[src/rtl/ars_pkg.sv]
package ars_pkg;
  typedef enum logic {
    STYLE_BARREL = 1'b0,
    STYLE_LOG    = 1'b1
  } style_e;

  function automatic int unsigned ctrl_width(int unsigned w, style_e st);
    return (st == STYLE_BARREL) ? w : $clog2(w);
  endfunction
endpackage

[src/rtl/ars_onehot.sv]
// Flags a vector with exactly one bit set, via running "seen"/"multi" chain.
module ars_onehot #(
  parameter int unsigned N = 8
) (
  input  logic [N-1:0] vec_i,
  output logic         ok_o
);
  logic [N:0] seen;
  logic [N:0] multi;

  assign seen[0]  = 1'b0;
  assign multi[0] = 1'b0;

  for (genvar k = 0; k < N; k++) begin : g_chain
    assign seen[k+1]  = seen[k] | vec_i[k];
    assign multi[k+1] = multi[k] | (seen[k] & vec_i[k]);
  end

  assign ok_o = seen[N] & ~multi[N];
endmodule

[src/rtl/ars_barrel.sv]
// Pass-switch matrix: output bit i ORs ext[i+k] gated by select line k.
module ars_barrel #(
  parameter int unsigned WIDTH = 8
) (
  input  logic [WIDTH-1:0] data_i,
  input  logic [WIDTH-1:0] sel_i,
  output logic [WIDTH-1:0] data_o
);
  localparam int unsigned EXT_W = 2 * WIDTH;

  logic [EXT_W-1:0] ext;
  assign ext = {{WIDTH{data_i[WIDTH-1]}}, data_i};

  for (genvar i = 0; i < WIDTH; i++) begin : g_row
    logic [WIDTH-1:0] col;
    for (genvar k = 0; k < WIDTH; k++) begin : g_sw
      assign col[k] = ext[i+k];
    end
    assign data_o[i] = |(col & sel_i);
  end
endmodule

[src/rtl/ars_log.sv]
// Cascade of power-of-two stages; stage s moves by 2**s when amt_i[s] is set.
module ars_log #(
  parameter int unsigned WIDTH = 8,
  localparam int unsigned SH_W = $clog2(WIDTH)
) (
  input  logic [WIDTH-1:0] data_i,
  input  logic [SH_W-1:0]  amt_i,
  output logic [WIDTH-1:0] data_o
);
  logic [WIDTH-1:0] stg [SH_W+1];

  assign stg[0] = data_i;

  for (genvar s = 0; s < SH_W; s++) begin : g_stage
    localparam int unsigned D = 1 << s;
    logic [WIDTH-1:0] moved;
    assign moved      = {{D{stg[s][WIDTH-1]}}, stg[s][WIDTH-1:D]};
    assign stg[s+1]   = amt_i[s] ? moved : stg[s];
  end

  assign data_o = stg[SH_W];
endmodule

[src/rtl/arith_rshift.sv]
module arith_rshift #(
  parameter int unsigned     WIDTH  = 8,
  parameter ars_pkg::style_e STYLE  = ars_pkg::STYLE_BARREL,
  localparam int unsigned    CTRL_W = ars_pkg::ctrl_width(WIDTH, STYLE)
) (
  input  logic [WIDTH-1:0]  data_i,
  input  logic [CTRL_W-1:0] ctrl_i,
  output logic [WIDTH-1:0]  result_o,
  output logic              err_o
);
  if (STYLE == ars_pkg::STYLE_BARREL) begin : g_barrel
    logic [WIDTH-1:0] raw;
    logic             sel_ok;

    ars_onehot #(.N(WIDTH)) i_onehot (
      .vec_i (ctrl_i),
      .ok_o  (sel_ok)
    );

    ars_barrel #(.WIDTH(WIDTH)) i_matrix (
      .data_i (data_i),
      .sel_i  (ctrl_i),
      .data_o (raw)
    );

    assign result_o = sel_ok ? raw : '0;
    assign err_o    = ~sel_ok;
  end else begin : g_log
    ars_log #(.WIDTH(WIDTH)) i_stages (
      .data_i (data_i),
      .amt_i  (ctrl_i),
      .data_o (result_o)
    );
    assign err_o = 1'b0;
  end
endmodule

[config.mk]
export PLATFORM = sky130hd
export DESIGN_NAME = arith_rshift
export DESIGN_NICKNAME = d
export VERILOG_FILES = /design/src/rtl/ars_pkg.sv /design/src/rtl/ars_onehot.sv /design/src/rtl/ars_barrel.sv /design/src/rtl/ars_log.sv /design/src/rtl/arith_rshift.sv
export SDC_FILE = /design/constraint.sdc
export NUM_CORES = 1
export LEC_CHECK = 0
export BUFFER_PORTS_ARGS = -buffer_cell sky130_fd_sc_hd__buf_2
export CELL_PAD_IN_SITES_DETAIL_PLACEMENT = 1
export CELL_PAD_IN_SITES_GLOBAL_PLACEMENT = 2
export CORE_MARGIN = 4
export CORE_UTILIZATION = 27
export DETAILED_ROUTE_END_ITERATION = 10
export GPL_ROUTABILITY_DRIVEN = 0
export PLACE_DENSITY = 0.89
export SETUP_SLACK_MARGIN = 0.5
export SLEW_MARGIN = 20
export SYNTH_ARGS = -nofsm -noshare
export SYNTH_HDL_FRONTEND = slang
export SYNTH_SLANG_ARGS = --single-unit
[constraint.sdc]
create_clock -name vclk -period 2.88
set_input_delay 0.432 -clock vclk [all_inputs]
set_output_delay 0.432 -clock vclk [all_outputs]
set_load 0.03 [all_outputs]
==> results of run 1 <==
cells by family after synthesis:
logic type	after synthesis
and+or+nand+nor	20
AOI/OAI and AO/OA	36
adders and majority gates	1
buffers and inverters	4
how the worst max path moves through the flow:
stage / start / slack, ps / cells past startpoint / to
after floorplan: ctrl_i[2] / 450 / 5 / result_o[0]
after CTS: ctrl_i[1] / 490 / 6 / result_o[6]
after global routing: ctrl_i[1] / 420 / 6 / result_o[0]
final: ctrl_i[1] / 500 / 6 / result_o[0]
after detailed placement: ctrl_i[2] / 440 / 6 / result_o[3]
after global placement: ctrl_i[2] / 500 / 6 / result_o[3]
timing repair:
item	in CTS	in global routing
hold endpoints to repair	0	0
pin swaps	10	5
gates resized for setup	23	10
buffers inserted	5	2
setup endpoints to repair	7	9
placed cells by master (no fill, tap or decap):
master | synthesis | routed
buf_4 | 0 | 14
buf_2 | 0 | 13
a22oi_1 | 8 | 8
nand2_1 | 6 | 6
a21oi_2 | 0 | 5
a22o_2 | 3 | 3
o21ai_1 | 1 | 3
o21ai_0 | 6 | 3
buf_6 | 3 | 3
or4_4 | 2 | 2
nor2_1 | 3 | 2
or2b_2 | 2 | 2
a211o_2 | 2 | 2
a222oi_1 | 2 | 2
a21oi_1 | 7 | 2
buf_12 | 0 | 2
nand3_2 | 0 | 1
nor4_4 | 1 | 1
nor4b_1 | 1 | 1
a2111oi_4 | 1 | 1
nor2_2 | 0 | 1
a211oi_4 | 0 | 1
o31a_2 | 1 | 1
maj3_1 | 1 | 1
or3_1 | 1 | 1
o21ai_2 | 0 | 1
and3_1 | 1 | 1
o211a_1 | 1 | 1
a22o_1 | 1 | 1
o31ai_1 | 1 | 1
nand3_1 | 2 | 1
nand4_1 | 1 | 1
o211ai_1 | 1 | 1
critical path, cell delays in order:
cell	delay [ps]
buf_12	100
or4_4	570
a2111oi_4	340
a211oi_4	140
a21oi_1	190
buf_4	180
metrics by stage:
stage | cell area [sq um] | setup WS, ps | hold slack, ps | instances | utilization [%]
after floorplan | 474.2 | 446.9 | 1055 | 61 | -
after CTS | 683.2 | 489.5 | 1309 | 103 | 43.33
final | 728.2 | 500.9 | 1322 | 105 | 46.19
after global placement | 571.8 | 495.2 | 1326 | 98 | 36.27
after detailed placement | 571.8 | 439.6 | 1315 | 98 | 36.27
after global routing | 728.2 | 424.7 | 1334 | 105 | 46.19
area by class of cell:
class                           instances  area share (%)
Multi-Input combinational cell         57           63.75
Tap cell                               16           2.749
Timing Repair Buffer                   32           33.51
per-layer routing:
metal	vias to the layer above	global-route usage, %	share of wire (%)
li1	315	-	-
met1	305	20.04	43
met2	30	25.99	49
met3	0	1.205	7.7
met4	0	0	0
met5	-	0	0
Yosys cell counts:
cell type,n,area (sq um)
a2111oi_4,1,27.53
a211o_2,2,20.02
a211oi_2,1,12.51
a21oi_1,7,35.03
a222oi_1,2,20.02
a22o_1,1,8.760
a22o_2,3,30.03
a22oi_1,8,60.06
and3_1,1,6.260
buf_6,3,33.78
clkbuf_8,1,13.76
maj3_1,1,10.01
nand2_1,6,22.52
nand3_1,2,10.01
nand4_1,1,6.260
nor2_1,3,11.26
nor4_4,1,21.27
nor4b_1,1,8.760
o211a_1,1,10.01
o211ai_1,1,7.510
o21ai_0,6,30.03
o21ai_1,1,5.000
o31a_2,1,10.01
o31ai_1,1,7.510
or2b_2,2,17.52
or3_1,1,6.260
or4_4,2,22.52
power by group through the flow:
stage / clock network [W] / logic (W) / registers [W]
6_report: 0 / 0.0000968 / 0
5_1_grt: 0 / 0.000105 / 0
4_1_cts: 0 / 0.0000893 / 0
3_5_place_dp: 0 / 0.0000759 / 0
3_3_place_gp: 0 / 0.0000759 / 0
2_1_floorplan: 0 / 0.0000506 / 0
==> metrics.md, run 1 <==
| Metric | Value |
|---|---|
| Adder-cell area share of the yosys netlist | `approximately 2.1%` |
| Initial Utilization | `around 30%` |
| Seq Cell Count | `0` |
| GRT Resource Usage Total | `~15%` |
| Min-delay src | `data_i[7]` |
| Hold Path Depth | `4` |
| Comb power frac | `100.0%` |
| Remaining global-route overflow | `0` |
| Slew Limit Fails | `0` |
| Initial antenna violation count | `0` |
| Static Leakage | `0.3013 nW` |
| Distinct cells, synth | `27` |
| # port buffers | `25` |
| Die W | `49.91 um` |
| Post-synth design cell area | `roughly 470 sq um` |
| Setup repair after global routing missed its margin | `true` |
| Post-DRT Antenna Nets | `0` |
| First drt pass iteration count | `5` |
| Synth Area in Simple Gates | `approximately 28%` |
| Worst Setup End Kind | `primary output` |
| Largest family of logic cells by synthesized area | `compound AO/OA/AOI/OAI gates` |
| CLK BUF | `0` |
| Vias in the first global route | `605` |
| Via density | `6.190` |
| Final setup viols | `0` |
| Max IR drop VDD | `0.05967 mV` |
| Tot Pwr | `a little under 0.0001 W` |
| Io pins | `25` |
| Clock group share of total power | `0%` |
| WHS Endpoint | `result_o[7]` |
| Post-layout min period | `approximately 2400 ps` |
| Max cap viols | `0` |
| Startpoint Class | `input pin` |
| DRT Wirelength | `about 1.9 mm` |
| Die height | `between 40 and 50 um` |
| Mux cell area share after synthesis | `0%` |
| P_int | `~0.000044 W` |
| Synth warn | `0` |
| Synth Area in Compound Gates | `between 50% and 60%` |
| Largest net degree at the start of global routing | `12` |
| Core Area | `~1600 sq um` |
| Status | `finished, final reports clean` |
| DP HPWL | `between 1 and 1.5 mm` |
| Reg area | `0 sq um` |
| Hold WC Path Type | `input pin to primary output` |
| Synth Net Count | `77` |
| Multi-input gate area | `about 460 sq um` |
| Slew headroom | `48.29%` |
| Seq pwr share | `0%` |
| Num rows | `14` |
| Drt wl/cell | `between 15 and 20 um` |
| Switching power | `~0.000053 W` |
| Fin crit share | `around 83%` |
| Worst path arrival time | `between 1500 and 2000 ps` |
| Worst Tran Pin Value | `roughly 760 ps` |
| Die Area | `2491 sq um` |
| Area delta synth->final | `53.56%` |
| Critical-path maximum fanout | `7` |
| N_diodes | `0` |
| Via Count | `650` |
| Cell Pwr Density | `~130 nW/um^2` |
| Sw Share | `54.57%` |
| Synth Area per Inst | `between 7 and 8 sq um` |
| Sequential area share after synthesis | `0%` |
| Crit Path Category | `input pin to primary output` |
| Required @ worst endpoint | `between 2000 and 2500 ps` |
| NumNets Final | `roughly 110` |
| Global-route wire length before repair | `about 3 mm` |
| Setup tns final | `0 ps` |
| Post-CTS Hold Fix Bufs | `0` |
| Xor/xnor cell area share of the yosys netlist | `0%` |
| Drt drc | `0` |
| Synthesized instance count | `~60` |
| Fmax | `about 0.42 GHz` |
| Share of layout cells above drive strength 1 | `59.55%` |
| Fillcell total | `about 200` |
| Final hold viol count | `0` |
| 1st-iter DRT viols | `28` |
Note: power is estimated with default switching activity, not from simulation.
==> run 2, diff against run 1 <==
--- a/config.mk
+++ b/config.mk
@@ -5,14 +5,16 @@
 export SDC_FILE = /design/constraint.sdc
 export NUM_CORES = 1
 export LEC_CHECK = 0
+export ABC_AREA = 1
 export BUFFER_PORTS_ARGS = -buffer_cell sky130_fd_sc_hd__buf_2
 export CELL_PAD_IN_SITES_DETAIL_PLACEMENT = 1
 export CELL_PAD_IN_SITES_GLOBAL_PLACEMENT = 2
+export CORE_ASPECT_RATIO = 1.4
 export CORE_MARGIN = 4
-export CORE_UTILIZATION = 27
+export CORE_UTILIZATION = 18
 export DETAILED_ROUTE_END_ITERATION = 10
 export GPL_ROUTABILITY_DRIVEN = 0
-export PLACE_DENSITY = 0.89
+export PLACE_DENSITY = 0.79
 export SETUP_SLACK_MARGIN = 0.5
 export SLEW_MARGIN = 20
 export SYNTH_ARGS = -nofsm -noshare
==> constraint.sdc (replaced) <==
create_clock -name vclk -period 2.1
set_input_delay 0.315 -clock vclk [all_inputs]
set_output_delay 0.315 -clock vclk [all_outputs]
set_load 0.03 [all_outputs]
==> metrics.md, run 2 <==
| Metric | Value |
|---|---|
| Synth top cells by count | `nand2_1 (25), inv_1 (11), nor2_2 (8), o22ai_1 (8)` |
| Max cap viols | `0 (unchanged)` |
| Slew headroom | `78.07% (+30 points)` |
| Share of layout cells above drive strength 1 | `45.79% (-14 points)` |
| Post-CTS Hold Fix Bufs | `0 (unchanged)` |
| Cell taking the most area after synthesis | `nand2_1` |
| Post-synth top area share | `23.15% (+10 points)` |
| Area delta synth->final | `83.02%` |
| Reg area | `0 sq um (unchanged)` |
| Cell Pwr Density | `169.5 nW/um^2 (+27%)` |
| Synthesized instance count | `79 (+30%)` |
| Die Area | `3086 sq um (+24%)` |
| First drt pass iteration count | `2 (-3)` |
| 1st-iter DRT viols | `7 (-75%)` |
| Worst Tran Pin Value | `326.4 ps (-438.5 ps)` |
| Slew Limit Fails | `0 (unchanged)` |
| Distinct cells, synth | `15 (-44%)` |
| Fin crit share | `a little over four fifths` |
| Required @ worst endpoint | `1780 ps (-670 ps)` |
| Cell with the most instances after synthesis | `nand2_1` |
| Vias in the first global route | `680 (+12%)` |
| Worst path arrival time | `1440 ps (-510 ps)` |
| Synth Area per Inst | `5.132 sq um (-34%)` |
| DRT Wirelength | `1.816 mm (-3.9%)` |
| Synth Area in Compound Gates | `21.30% (-39 points)` |
| Startpoint Class | `input pin` |
| Comb power frac | `100.0% (about the same)` |
| Global-route wire length before repair | `2.953 mm (-1.6%)` |
| Post-DRT Antenna Nets | `0 (unchanged)` |
| P_int | `0.00005114 W (+16%)` |
| Hold Path Depth | `4 (unchanged)` |
| Max IR drop VDD | `0.05077 mV (-15%)` |
| Core Area | `2152 sq um (+37%)` |
| Status | `finished, final reports clean` |
| Via Count | `624 (-4.0%)` |
| Xor/xnor cell area share of the yosys netlist | `0% (unchanged)` |
| Most frequent cells in the layout | `nand2_1 (23), buf_2 (12), inv_1 (11), buf_6 (11), o22ai_1 (8)` |
| Io pins | `25 (unchanged)` |
| Final setup viols | `0 (unchanged)` |
| Clock group share of total power | `0% (unchanged)` |
| Worst Setup End Kind | `primary output` |
| Seq pwr share | `0% (unchanged)` |
| # port buffers | `25 (unchanged)` |
| Seq Cell Count | `0 (unchanged)` |
| Hold WC Path Type | `input pin to primary output` |
| Sw Share | `59.33% (+4.8 points)` |
| Final Non-Filler Cells | `129 (+23%)` |
| Final setup margin | `344.7 ps (-156.1 ps)` |
| Synth Area in Simple Gates | `66.67% (+39 points)` |
| DP HPWL | `1.356 mm (+6.8%)` |
| Tot Pwr | `0.0001257 W (+30%)` |
| Drt drc | `0 (unchanged)` |
| Fmax | `between 0.5 and 0.6 GHz` |
| Pre-CTS WS | `290.5 ps (-149.1 ps)` |
| Synth warn | `0 (unchanged)` |
| Utilization after layout | `34.48% (-12 points)` |
| N_diodes | `0 (unchanged)` |
| Final hold viol count | `0 (unchanged)` |
| Static Leakage | `0.3457 nW (+15%)` |
| GRT Resource Usage Total | `12.29% (-2.3 points)` |
| Post-layout min period | `approximately 1800 ps` |
| Placed insts | `126 (+29%)` |
| Drt wl/cell | `14.08 um (-22%)` |
| Via density | `4.837 (-22%)` |
| NumNets Final | `125 (+17%)` |
| Setup tns final | `0 ps (unchanged)` |
| Crit Path Category | `input pin to primary output` |
| Die W | `48.11 um (-3.6%)` |
| Remaining global-route overflow | `0 (unchanged)` |
| Initial Utilization | `18.84% (-11 points)` |
| Largest family of logic cells by synthesized area | `simple AND/OR/NAND/NOR gates` |
| Num rows | `20 (+6)` |
| Die height | `64.15 um (+29%)` |
| Adder-cell area share of the yosys netlist | `0% (-2.1 points)` |
| Largest net degree at the start of global routing | `7 (-5)` |
| Mux cell area share after synthesis | `0% (unchanged)` |
| Commonest non-fill, non-tap cell in the layout | `nand2_1` |
| Setup repair after global routing missed its margin | `true` |
| Synth Net Count | `95 (+23%)` |
| Critical-path maximum fanout | `4 (-3)` |
| Post-synth design cell area | `405.4 sq um (-15%)` |
| Sequential area share after synthesis | `0% (unchanged)` |
| Initial antenna violation count | `0 (unchanged)` |
| CLK BUF | `0 (unchanged)` |
| Switching power | `0.00007459 W (+41%)` |
| Top area cells in the synthesized netlist | `nand2_1 (23%), nor2_2 (12%), o22ai_1 (12%)` |
[run 2: worst paths after layout]
path	start	end	slack, ps
setup / recovery	ctrl_i[3]	result_o[1]	340
hold / removal	data_i[7]	result_o[7]	1070
[run 2: metrics by stage]
stage	cell area, sq um	hold WS (ps)
2_1_floorplan	405.4	864.9
5_1_grt	742.0	1116
6_report	742.0	1070
4_1_cts	724.4	1071
3_5_place_dp	558.0	1094
3_3_place_gp	558.0	1083
[run 2: what timing repair did]
action	CTS	global route
pin swaps	3	1
gates resized for setup	40	2
cloned	1	0
setup endpoints to repair	9	9
buffers inserted	1	1
[run 2: power groups by stage]
stage	registers (W)	logic, W	clock network (W)
2_1_floorplan	0	0.0000589	0
3_3_place_gp	0	0.0000988	0
3_5_place_dp	0	0.0000991	0
4_1_cts	0	0.000121	0
5_1_grt	0	0.000138	0
6_report	0	0.000126	0
[run 2: cell families (layout without fill, tap and decap cells)]
| kind of cell | count (synthesis) | in the layout |
|---|---|---|
| buf+inv | 13 | 40 |
| compound gates | 14 | 14 |
| simple gates | 52 | 53 |
[run 2: layout make-up]
cell class                 count  area, sq um
timing repair buffer          27        234.0
inverter                      13        48.80
tap                           22        27.53
multi-input combinational     67        431.7
fill                         293         1410
[run 2: layer usage]
| layer | GRT usage [%] | up-vias | wire length (um) |
|---|---|---|---|
| li1 | - | 321 | - |
| met1 | 14.79 | 288 | 700 |
| met5 | 0 | - | 0 |
| met2 | 23.68 | 13 | 1038 |
| met3 | 0.5634 | 2 | 63 |
| met4 | 0 | 0 | 13 |
[run 2: worst max-delay path: stages]
cell     delay [ps]
buf_8           100
nor2_4          160
nor2_1           60
nor2_1          110
nand2_1         110
nor2_4          150
nand3_4         160
nor2_4          140
buf_6           130
